==> src/rtl/uhq_pkg.sv <==
package uhq_pkg;

  typedef struct packed {
    logic fifo_en;
    logic deep;
    logic rx_flush;
    logic tx_flush;
  } hq_ctrl_t;

  // capacity of one queue for the current mode
  function automatic int hq_cap(input logic fifo_en, input logic deep,
                                input int shallow_d, input int deep_d);
    if (!fifo_en) return 1;
    return deep ? deep_d : shallow_d;
  endfunction

  // next occupancy given accepted push and pop
  function automatic int hq_next_lvl(input int lvl, input logic inc, input logic dec);
    return lvl + (inc ? 1 : 0) - (dec ? 1 : 0);
  endfunction

  // circular pointer step over the physical storage
  function automatic int hq_ptr_step(input int ptr, input int depth);
    return (ptr == depth - 1) ? 0 : ptr + 1;
  endfunction

endpackage

==> src/rtl/uhq_ctrl.sv <==
module uhq_ctrl
  import uhq_pkg::*;
(
  input  logic       clk,
  input  logic       rst_n,
  input  logic       cfg_wr,
  input  logic [2:0] cfg_wdata,
  input  logic       depth_sel,
  output hq_ctrl_t   ctrl,
  output logic [3:0] cfg_rdata
);

  logic fifo_q, deep_q, rx_pend_q, tx_pend_q;
  logic mode_chg;   // write that toggles between byte and FIFO mode
  logic rx_fl_req;
  logic tx_fl_req;

  assign mode_chg  = cfg_wr && (cfg_wdata[0] != fifo_q);
  assign rx_fl_req = mode_chg || (cfg_wr && cfg_wdata[1] && fifo_q);
  assign tx_fl_req = cfg_wr && cfg_wdata[2] && fifo_q;

  always_ff @(posedge clk or negedge rst_n) begin
    if (!rst_n) begin
      fifo_q    <= 1'b0;
      deep_q    <= 1'b0;
      rx_pend_q <= 1'b0;
      tx_pend_q <= 1'b0;
    end else begin
      if (cfg_wr) begin
        fifo_q <= cfg_wdata[0];
        deep_q <= depth_sel;
      end
      rx_pend_q <= rx_fl_req;
      tx_pend_q <= tx_fl_req;
    end
  end

  assign ctrl.fifo_en  = fifo_q;
  assign ctrl.deep     = deep_q;
  assign ctrl.rx_flush = rx_pend_q;
  assign ctrl.tx_flush = tx_pend_q;
  assign cfg_rdata     = {deep_q, tx_pend_q, rx_pend_q, fifo_q};

  AST_RX_PEND_SELF_CLEAR: assert property (@(posedge clk) disable iff (!rst_n)
    rx_pend_q && !cfg_wr |=> !rx_pend_q);
  AST_TX_PEND_SELF_CLEAR: assert property (@(posedge clk) disable iff (!rst_n)
    tx_pend_q && !cfg_wr |=> !tx_pend_q);
  AST_BYTE_FLUSH_IGNORED: assert property (@(posedge clk) disable iff (!rst_n)
    cfg_wr && !fifo_q && !cfg_wdata[0] |=> !rx_pend_q && !tx_pend_q);
  AST_MODE_CHANGE_FLUSH: assert property (@(posedge clk) disable iff (!rst_n)
    mode_chg |=> rx_pend_q);

endmodule

==> src/rtl/uhq_queue.sv <==
module uhq_queue
  import uhq_pkg::*;
#(
  parameter int DEPTH_MAX = 128,
  parameter int DW        = 8,
  parameter int LVL_W     = 8
) (
  input  logic             clk,
  input  logic             rst_n,
  input  logic [LVL_W-1:0] cap,
  input  logic             flush,
  input  logic             push,
  input  logic [DW-1:0]    wdata,
  input  logic             pop,
  output logic [DW-1:0]    rdata,
  output logic             empty,
  output logic             full,
  output logic             push_drop,
  output logic [LVL_W-1:0] level
);

  localparam int PW = (DEPTH_MAX > 1) ? $clog2(DEPTH_MAX) : 1;

  logic [DW-1:0]    mem [DEPTH_MAX];
  logic [PW-1:0]    wp, rp;
  logic [LVL_W-1:0] lvl;
  logic             push_ok, pop_ok;

  assign empty     = (lvl == '0);
  assign full      = (lvl >= cap);
  assign push_ok   = push && !full && !flush;
  assign pop_ok    = pop && !empty && !flush;
  assign push_drop = push && full && !flush;
  assign rdata     = mem[rp];
  assign level     = lvl;

  always_ff @(posedge clk) begin
    if (push_ok) mem[wp] <= wdata;
  end

  always_ff @(posedge clk or negedge rst_n) begin
    if (!rst_n) begin
      wp  <= '0;
      rp  <= '0;
      lvl <= '0;
    end else if (flush) begin
      wp  <= '0;
      rp  <= '0;
      lvl <= '0;
    end else begin
      if (push_ok) wp <= PW'(hq_ptr_step(int'(wp), DEPTH_MAX));
      if (pop_ok)  rp <= PW'(hq_ptr_step(int'(rp), DEPTH_MAX));
      lvl <= LVL_W'(hq_next_lvl(int'(lvl), push_ok, pop_ok));
    end
  end

  AST_LEVEL_BOUND: assert property (@(posedge clk) disable iff (!rst_n)
    lvl <= LVL_W'(DEPTH_MAX));
  AST_FULL_WRITE_DROPPED: assert property (@(posedge clk) disable iff (!rst_n)
    push_drop && !pop |=> $stable(lvl) && $stable(wp));
  AST_EMPTY_READ_NO_MOVE: assert property (@(posedge clk) disable iff (!rst_n)
    pop && empty && !flush |=> $stable(rp));
  AST_FLUSH_CLEARS: assert property (@(posedge clk) disable iff (!rst_n)
    flush |=> lvl == '0);

endmodule

==> src/rtl/uart_holdq.sv <==
module uart_holdq
  import uhq_pkg::*;
#(
  parameter int SHALLOW_D = 16,
  parameter int DEEP_D    = 128,
  parameter int DW        = 8,
  parameter int LVL_W     = 8
) (
  input  logic             clk,
  input  logic             rst_n,
  input  logic             cfg_wr,
  input  logic [2:0]       cfg_wdata,
  input  logic             depth_sel,
  output logic [3:0]       cfg_rdata,
  input  logic             tx_wr,
  input  logic [DW-1:0]    tx_wdata,
  input  logic             tx_pop,
  output logic [DW-1:0]    tx_pdata,
  input  logic             tsr_empty,
  output logic             tx_idle,
  output logic             tx_empty,
  output logic             tx_full,
  output logic [LVL_W-1:0] tx_level,
  input  logic             rx_push,
  input  logic [DW-1:0]    rx_pdata,
  input  logic             rx_rd,
  output logic [DW-1:0]    rx_rdata,
  output logic             rx_empty,
  output logic             rx_full,
  output logic [LVL_W-1:0] rx_level,
  output logic             rx_overrun,
  input  logic             ovr_clr
);

  hq_ctrl_t         ctrl;
  logic [LVL_W-1:0] cap;
  logic             tx_drop, rx_drop;
  logic             ovr_q;

  uhq_ctrl u_ctrl (
    .clk(clk), .rst_n(rst_n), .cfg_wr(cfg_wr), .cfg_wdata(cfg_wdata),
    .depth_sel(depth_sel), .ctrl(ctrl), .cfg_rdata(cfg_rdata)
  );

  assign cap = LVL_W'(hq_cap(ctrl.fifo_en, ctrl.deep, SHALLOW_D, DEEP_D));

  uhq_queue #(.DEPTH_MAX(DEEP_D), .DW(DW), .LVL_W(LVL_W)) u_txq (
    .clk(clk), .rst_n(rst_n), .cap(cap), .flush(ctrl.tx_flush),
    .push(tx_wr), .wdata(tx_wdata), .pop(tx_pop), .rdata(tx_pdata),
    .empty(tx_empty), .full(tx_full), .push_drop(tx_drop), .level(tx_level)
  );

  uhq_queue #(.DEPTH_MAX(DEEP_D), .DW(DW), .LVL_W(LVL_W)) u_rxq (
    .clk(clk), .rst_n(rst_n), .cap(cap), .flush(ctrl.rx_flush),
    .push(rx_push), .wdata(rx_pdata), .pop(rx_rd), .rdata(rx_rdata),
    .empty(rx_empty), .full(rx_full), .push_drop(rx_drop), .level(rx_level)
  );

  // sticky overrun; a new drop wins over a clear in the same cycle
  always_ff @(posedge clk or negedge rst_n) begin
    if (!rst_n)       ovr_q <= 1'b0;
    else if (rx_drop) ovr_q <= 1'b1;
    else if (ovr_clr) ovr_q <= 1'b0;
  end

  assign rx_overrun = ovr_q;
  assign tx_idle    = tx_empty && tsr_empty;

  AST_OVR_SETS: assert property (@(posedge clk) disable iff (!rst_n)
    rx_drop |=> rx_overrun);
  AST_OVR_STICKY: assert property (@(posedge clk) disable iff (!rst_n)
    rx_overrun && !ovr_clr |=> rx_overrun);
  AST_IDLE_NEEDS_EMPTY: assert property (@(posedge clk) disable iff (!rst_n)
    tx_idle |-> tx_level == '0);
  AST_BYTE_MODE_SINGLE: assert property (@(posedge clk) disable iff (!rst_n)
    !cfg_rdata[0] && rx_level != '0 |-> rx_full);
  AST_DEEP_CAPACITY: assert property (@(posedge clk) disable iff (!rst_n)
    cfg_rdata[0] && cfg_rdata[3] && tx_level < LVL_W'(DEEP_D) |-> !tx_full);

endmodule

==> config.mk <==
export PLATFORM = sky130hd
export DESIGN_NAME = uart_holdq
export DESIGN_NICKNAME = d
export VERILOG_FILES = /design/src/rtl/uhq_pkg.sv /design/src/rtl/uhq_ctrl.sv /design/src/rtl/uhq_queue.sv /design/src/rtl/uart_holdq.sv
export SDC_FILE = /design/constraint.sdc
export NUM_CORES = 2
export LEC_CHECK = 0
export ABC_AREA = 1
export ABC_CLOCK_PERIOD_IN_PS = 4400
export BUFFER_PORTS_ARGS = -buffer_cell sky130_fd_sc_hd__buf_4
export CORE_MARGIN = 8
export CORE_UTILIZATION = 55
export CTS_CLUSTER_DIAMETER = 100
export DETAILED_ROUTE_END_ITERATION = 8
export PLACE_DENSITY = 0.81
export SYNTH_ARGS = -nofsm -noshare
export SYNTH_HDL_FRONTEND = slang
export SYNTH_SLANG_ARGS = --single-unit
==> constraint.sdc <==
create_clock -name clk -period 4.4 [get_ports clk]
set_input_delay 0.88 -clock clk [delete_from_list [all_inputs] [get_ports clk]]
set_output_delay 0.88 -clock clk [all_outputs]
set_load 0.05 [all_outputs]
==> results.sh <==
export IMPL_seqPwrFrac=0.427
export IMPL_cp_arrival_ps=3530
export IMPL_cts_root_buffer="clkbuf_16"
export IMPL_mappedNetlistArea_um2=87600
export IMPL_drcViolationCount=0
export IMPL_violations="negative setup slack"
export IMPL_grt_max_degree=206
export IMPL_slowest_stage="dfrtp_4"
export IMPL_clk_pin_slew_ps=60
export IMPL_ys_top_cells_by_area="edfxtp_1 70%, nand2_1 12%, nand3_1 6.6%"
export IMPL_place_hpwl_um=129000
export IMPL_syn_avg_cell_area_um2=11.1
export IMPL_critical_path_depth=9
export IMPL_multiInputGateArea_um2=21400
export IMPL_crit_path_max_fanout=48
export IMPL_cts_buffer_depth=3
export IMPL_grt_pass1_wl_um=338000
export IMPL_gp_congestion=0.897
export IMPL_p_int_uw=35200
export IMPL_yosysUniqueCellTypes=35
export IMPL_final_nets=7934
export IMPL_die_h_um=415
export IMPL_irDropWorstVdd_v=0.000537
export IMPL_hold_viol=0
export IMPL_clock_sinks=2097
export IMPL_p_per_area_nw_per_um2=540
export IMPL_area_growth_pct=10.7
export IMPL_final_max_slew_viol_count=0
export IMPL_relSlewSlack=0.0988
export IMPL_yosysTopAreaCellShare=0.702
export IMPL_ant_nets=0
export IMPL_port_buffers=70
export IMPL_antenna_found_initial=6
export IMPL_wl_per_cell_um=22.4
export IMPL_critPathKind="flip-flop to primary output"
export IMPL_cts_buffers=200
export IMPL_drtPass1Iterations=7
export IMPL_synth_top_area_cell="edfxtp_1"
export IMPL_crit_family="simple AND/OR/NAND/NOR gates"
export IMPL_fmax_mhz=227
export IMPL_setup_slack_ps=-5.33
export IMPL_clockPowerShare=0.325
export IMPL_ys_ff_latch=2097
export IMPL_hold_buffers=0
export IMPL_switching_share=0.328
export IMPL_fillers=11392
export IMPL_top_usage_layer="met2"
export IMPL_rows=146
export IMPL_wl_um=227000
export IMPL_crit_buf_inv=2
export IMPL_worstHoldPathType="primary input to async pin"
export IMPL_fin_crit_sh=1.00
export IMPL_crit_path_max_incr_delay_ps=640
export IMPL_setup_viol=1
export IMPL_rsz0062_at_grt="yes"
export IMPL_grt_usage=0.250
export IMPL_drt_iter0_drc=9721
export IMPL_die_area_um2=172000
export IMPL_drive_gt1_frac=0.0666
export IMPL_io_pins=71
export IMPL_synth_nets=7958
export IMPL_seqCellArea_um2=62700
export IMPL_synth_warning_count=0
export IMPL_overflow=0
export IMPL_p_leak_uw=0.0361
export IMPL_post_route_min_period_ps=4410
export IMPL_critical_path_most_common_cell="nand3_1"
export IMPL_met1_usage=0.330
export IMPL_status="finished with violations"
export IMPL_worstMarginPinSlew_ps=1350
export IMPL_final_core_util=0.613
export IMPL_crit_required_ps=3520
export IMPL_crit_chain="buf_4 > nand3_1 > nand3_1 > nand3_1 > nand3_1 > nand3_1 > nand3_1 > nand2_1 > buf_4"
export IMPL_grt_pass1_vias=58389
export IMPL_dieWidth_um=415
export IMPL_grtUsageMet3=0.0493
export IMPL_h_tree_depth=4
export IMPL_skew_ps=64.5
export IMPL_start_util=0.554
export IMPL_via_per_inst=6.00
export IMPL_p_switching_uw=17200
export IMPL_power_uw=52400
export IMPL_use_met2=0.404
export IMPL_tritoncts="yes"
export IMPL_synth_seq_area_share=0.716
export IMPL_critPathCaptureType="primary output"
export IMPL_combPwrFrac=0.248
export IMPL_synth_cells=7895
export IMPL_insertion_delay_ps=870
export IMPL_vias=60696
export IMPL_r2r_cells=10
export IMPL_core_area_um2=158000
export IMPL_cap_violations=0
export IMPL_critPathLaunchType="flip-flop"
## what timing repair did
action | CTS | global route
gates cloned | 3 | 7
resized for setup | 16 | 21
setup buffers | 0 | 7
endpoints found under the setup margin | 15 | 16
## state kept, by name, summed over array words and instances (netlist names)
signal            cells
u_rxq.level           8
u_ctrl.deep_q         1
u_rxq.wp              7
u_ctrl.fifo_q         1
u_txq.mem          1024
u_rxq.rp              7
u_rxq.mem          1024
u_txq.rp              7
rx_overrun            1
u_txq.level           8
u_ctrl.rx_pend_q      1
u_ctrl.tx_pend_q      1
u_txq.wp              7
## worst paths after layout
path	start	to	slack [ps]
worst max-delay path	u_txq.rp[1]	tx_pdata[4]	-5
worst min-delay path	rst_n	u_txq.level[3]	110
worst max register to register	u_ctrl.fifo_q	u_rxq.mem[74][1]	640
worst min register to register	rx_overrun	rx_overrun	530
max in group asynchronous	rst_n	u_rxq.rp[1]	3620
min in group clk	ovr_clr	rx_overrun	230
## synthesized netlist by cell type
cell type,count
nor3b_1,1
nand3_2,4
ha_1,32
edfxtp_1,2048
buf_12,1
a22oi_1,2
o21ai_1,2
inv_1,321
xor2_1,9
nand3_1,1153
xnor2_1,2
o211ai_1,48
nor2_4,2
a21oi_1,213
nor2_1,534
buf_2,193
buf_1,39
inv_4,2
buf_8,2
buf_4,14
inv_2,3
o21bai_1,2
buf_6,33
nand4_1,4
clkinv_1,6
o21ai_0,101
o21a_1,2
nand2_2,8
fa_1,2
clkbuf_1,165
nand2_1,2878
o22ai_1,8
dfrtp_1,49
or2_2,2
nor3_1,10
## through the flow
stage / instances / hold slack (ps) / setup TNS, ps / setup WS [ps] / area, µm²
final: 10110 / 109 / -5.33 / -5.33 / 97000
after global routing: 10107 / 133 / -60.1 / -24.3 / 97000
after CTS: 10093 / 75.3 / -66.3 / -30.0 / 96600
after detailed placement: 9724 / 516 / 0 / 746 / 90000
after global placement: 9724 / 515 / 0 / 744 / 90000
after floorplan: 7895 / 480 / 0 / 1120 / 87600
## final cells by class
| class | count | share of cell area |
|---|---|---|
| sequential | 2097 | 0.647 |
| multi-input combinational | 5019 | 0.221 |
| clock buffer | 248 | 0.0539 |
| tap | 2072 | 0.0267 |
| timing repair buffer | 221 | 0.0250 |
| inverter | 332 | 0.0137 |
| clock inverter | 118 | 0.0131 |
| antenna | 3 | 0.0000774 |
## worst register-to-register path, stage by stage, from the launching register on
cell and delay [ps]:
dfrtp_1 430, nand2_1 170, ha_1 330, a21oi_1 120
o21ai_0 90, a21oi_1 210, nand3_1 170, nor2_4 560
buf_4 270, nand3_1 340, nor2_1 720
## per-layer routing
metal  vias to the layer above  routed length [µm]
met5                         -                  56
met4                         8               10400
met3                       717               26300
met2                      4303              108000
met1                     28804               82100
li1                      26864                   -
## cell usage in the layout, fill, tap and decap left out, types with 3 or more instances in the layout
master / synthesis / routed
clkinvlp_4: 0 / 6
clkbuf_16: 0 / 209
o211ai_1: 48 / 48
clkinv_16: 0 / 11
nand4_1: 4 / 4
o22ai_1: 8 / 8
o21ai_0: 101 / 101
xor2_1: 9 / 9
edfxtp_1: 2048 / 2048
clkinv_1: 6 / 55
bufinv_16: 0 / 18
nor2_4: 2 / 3
nand2_1: 2878 / 2877
nand3_2: 4 / 5
dfrtp_4: 0 / 4
nor2_2: 0 / 6
inv_6: 0 / 3
buf_12: 1 / 29
nand2_2: 8 / 9
clkbuf_1: 165 / 46
ha_1: 32 / 32
nor2_1: 534 / 527
clkinv_2: 0 / 30
inv_2: 3 / 5
nand3_1: 1153 / 1152
inv_1: 321 / 314
nor3_1: 10 / 10
diode_2: 0 / 3
a21oi_1: 213 / 213
buf_16: 0 / 9
dfrtp_1: 49 / 43
buf_4: 14 / 169
bufbuf_16: 0 / 3
## power groups by stage
stage	clock network, µW	registers (µW)	logic, µW
2_1_floorplan	0	22900	8010
3_3_place_gp	0	22800	12000
3_5_place_dp	0	22800	12200
4_1_cts	17100	22400	12500
5_1_grt	17800	22400	13900
6_report	17100	22400	13000
## logic make-up (layout without fill, tap and decap cells)
family,count (synthesis),after routing,synth area share
AO/OA/AOI/OAI,378,378,0.0233
XOR/XNOR,11,11,0.00110
adder cells (fa/ha/maj),34,34,0.00503
buffers and inverters,779,919,0.0401
flip-flops,2097,2097,0.716
other,0,3,0
AND/OR/NAND/NOR,4596,4596,0.214
No activity file was read; power rests on OpenSTA's default activity.
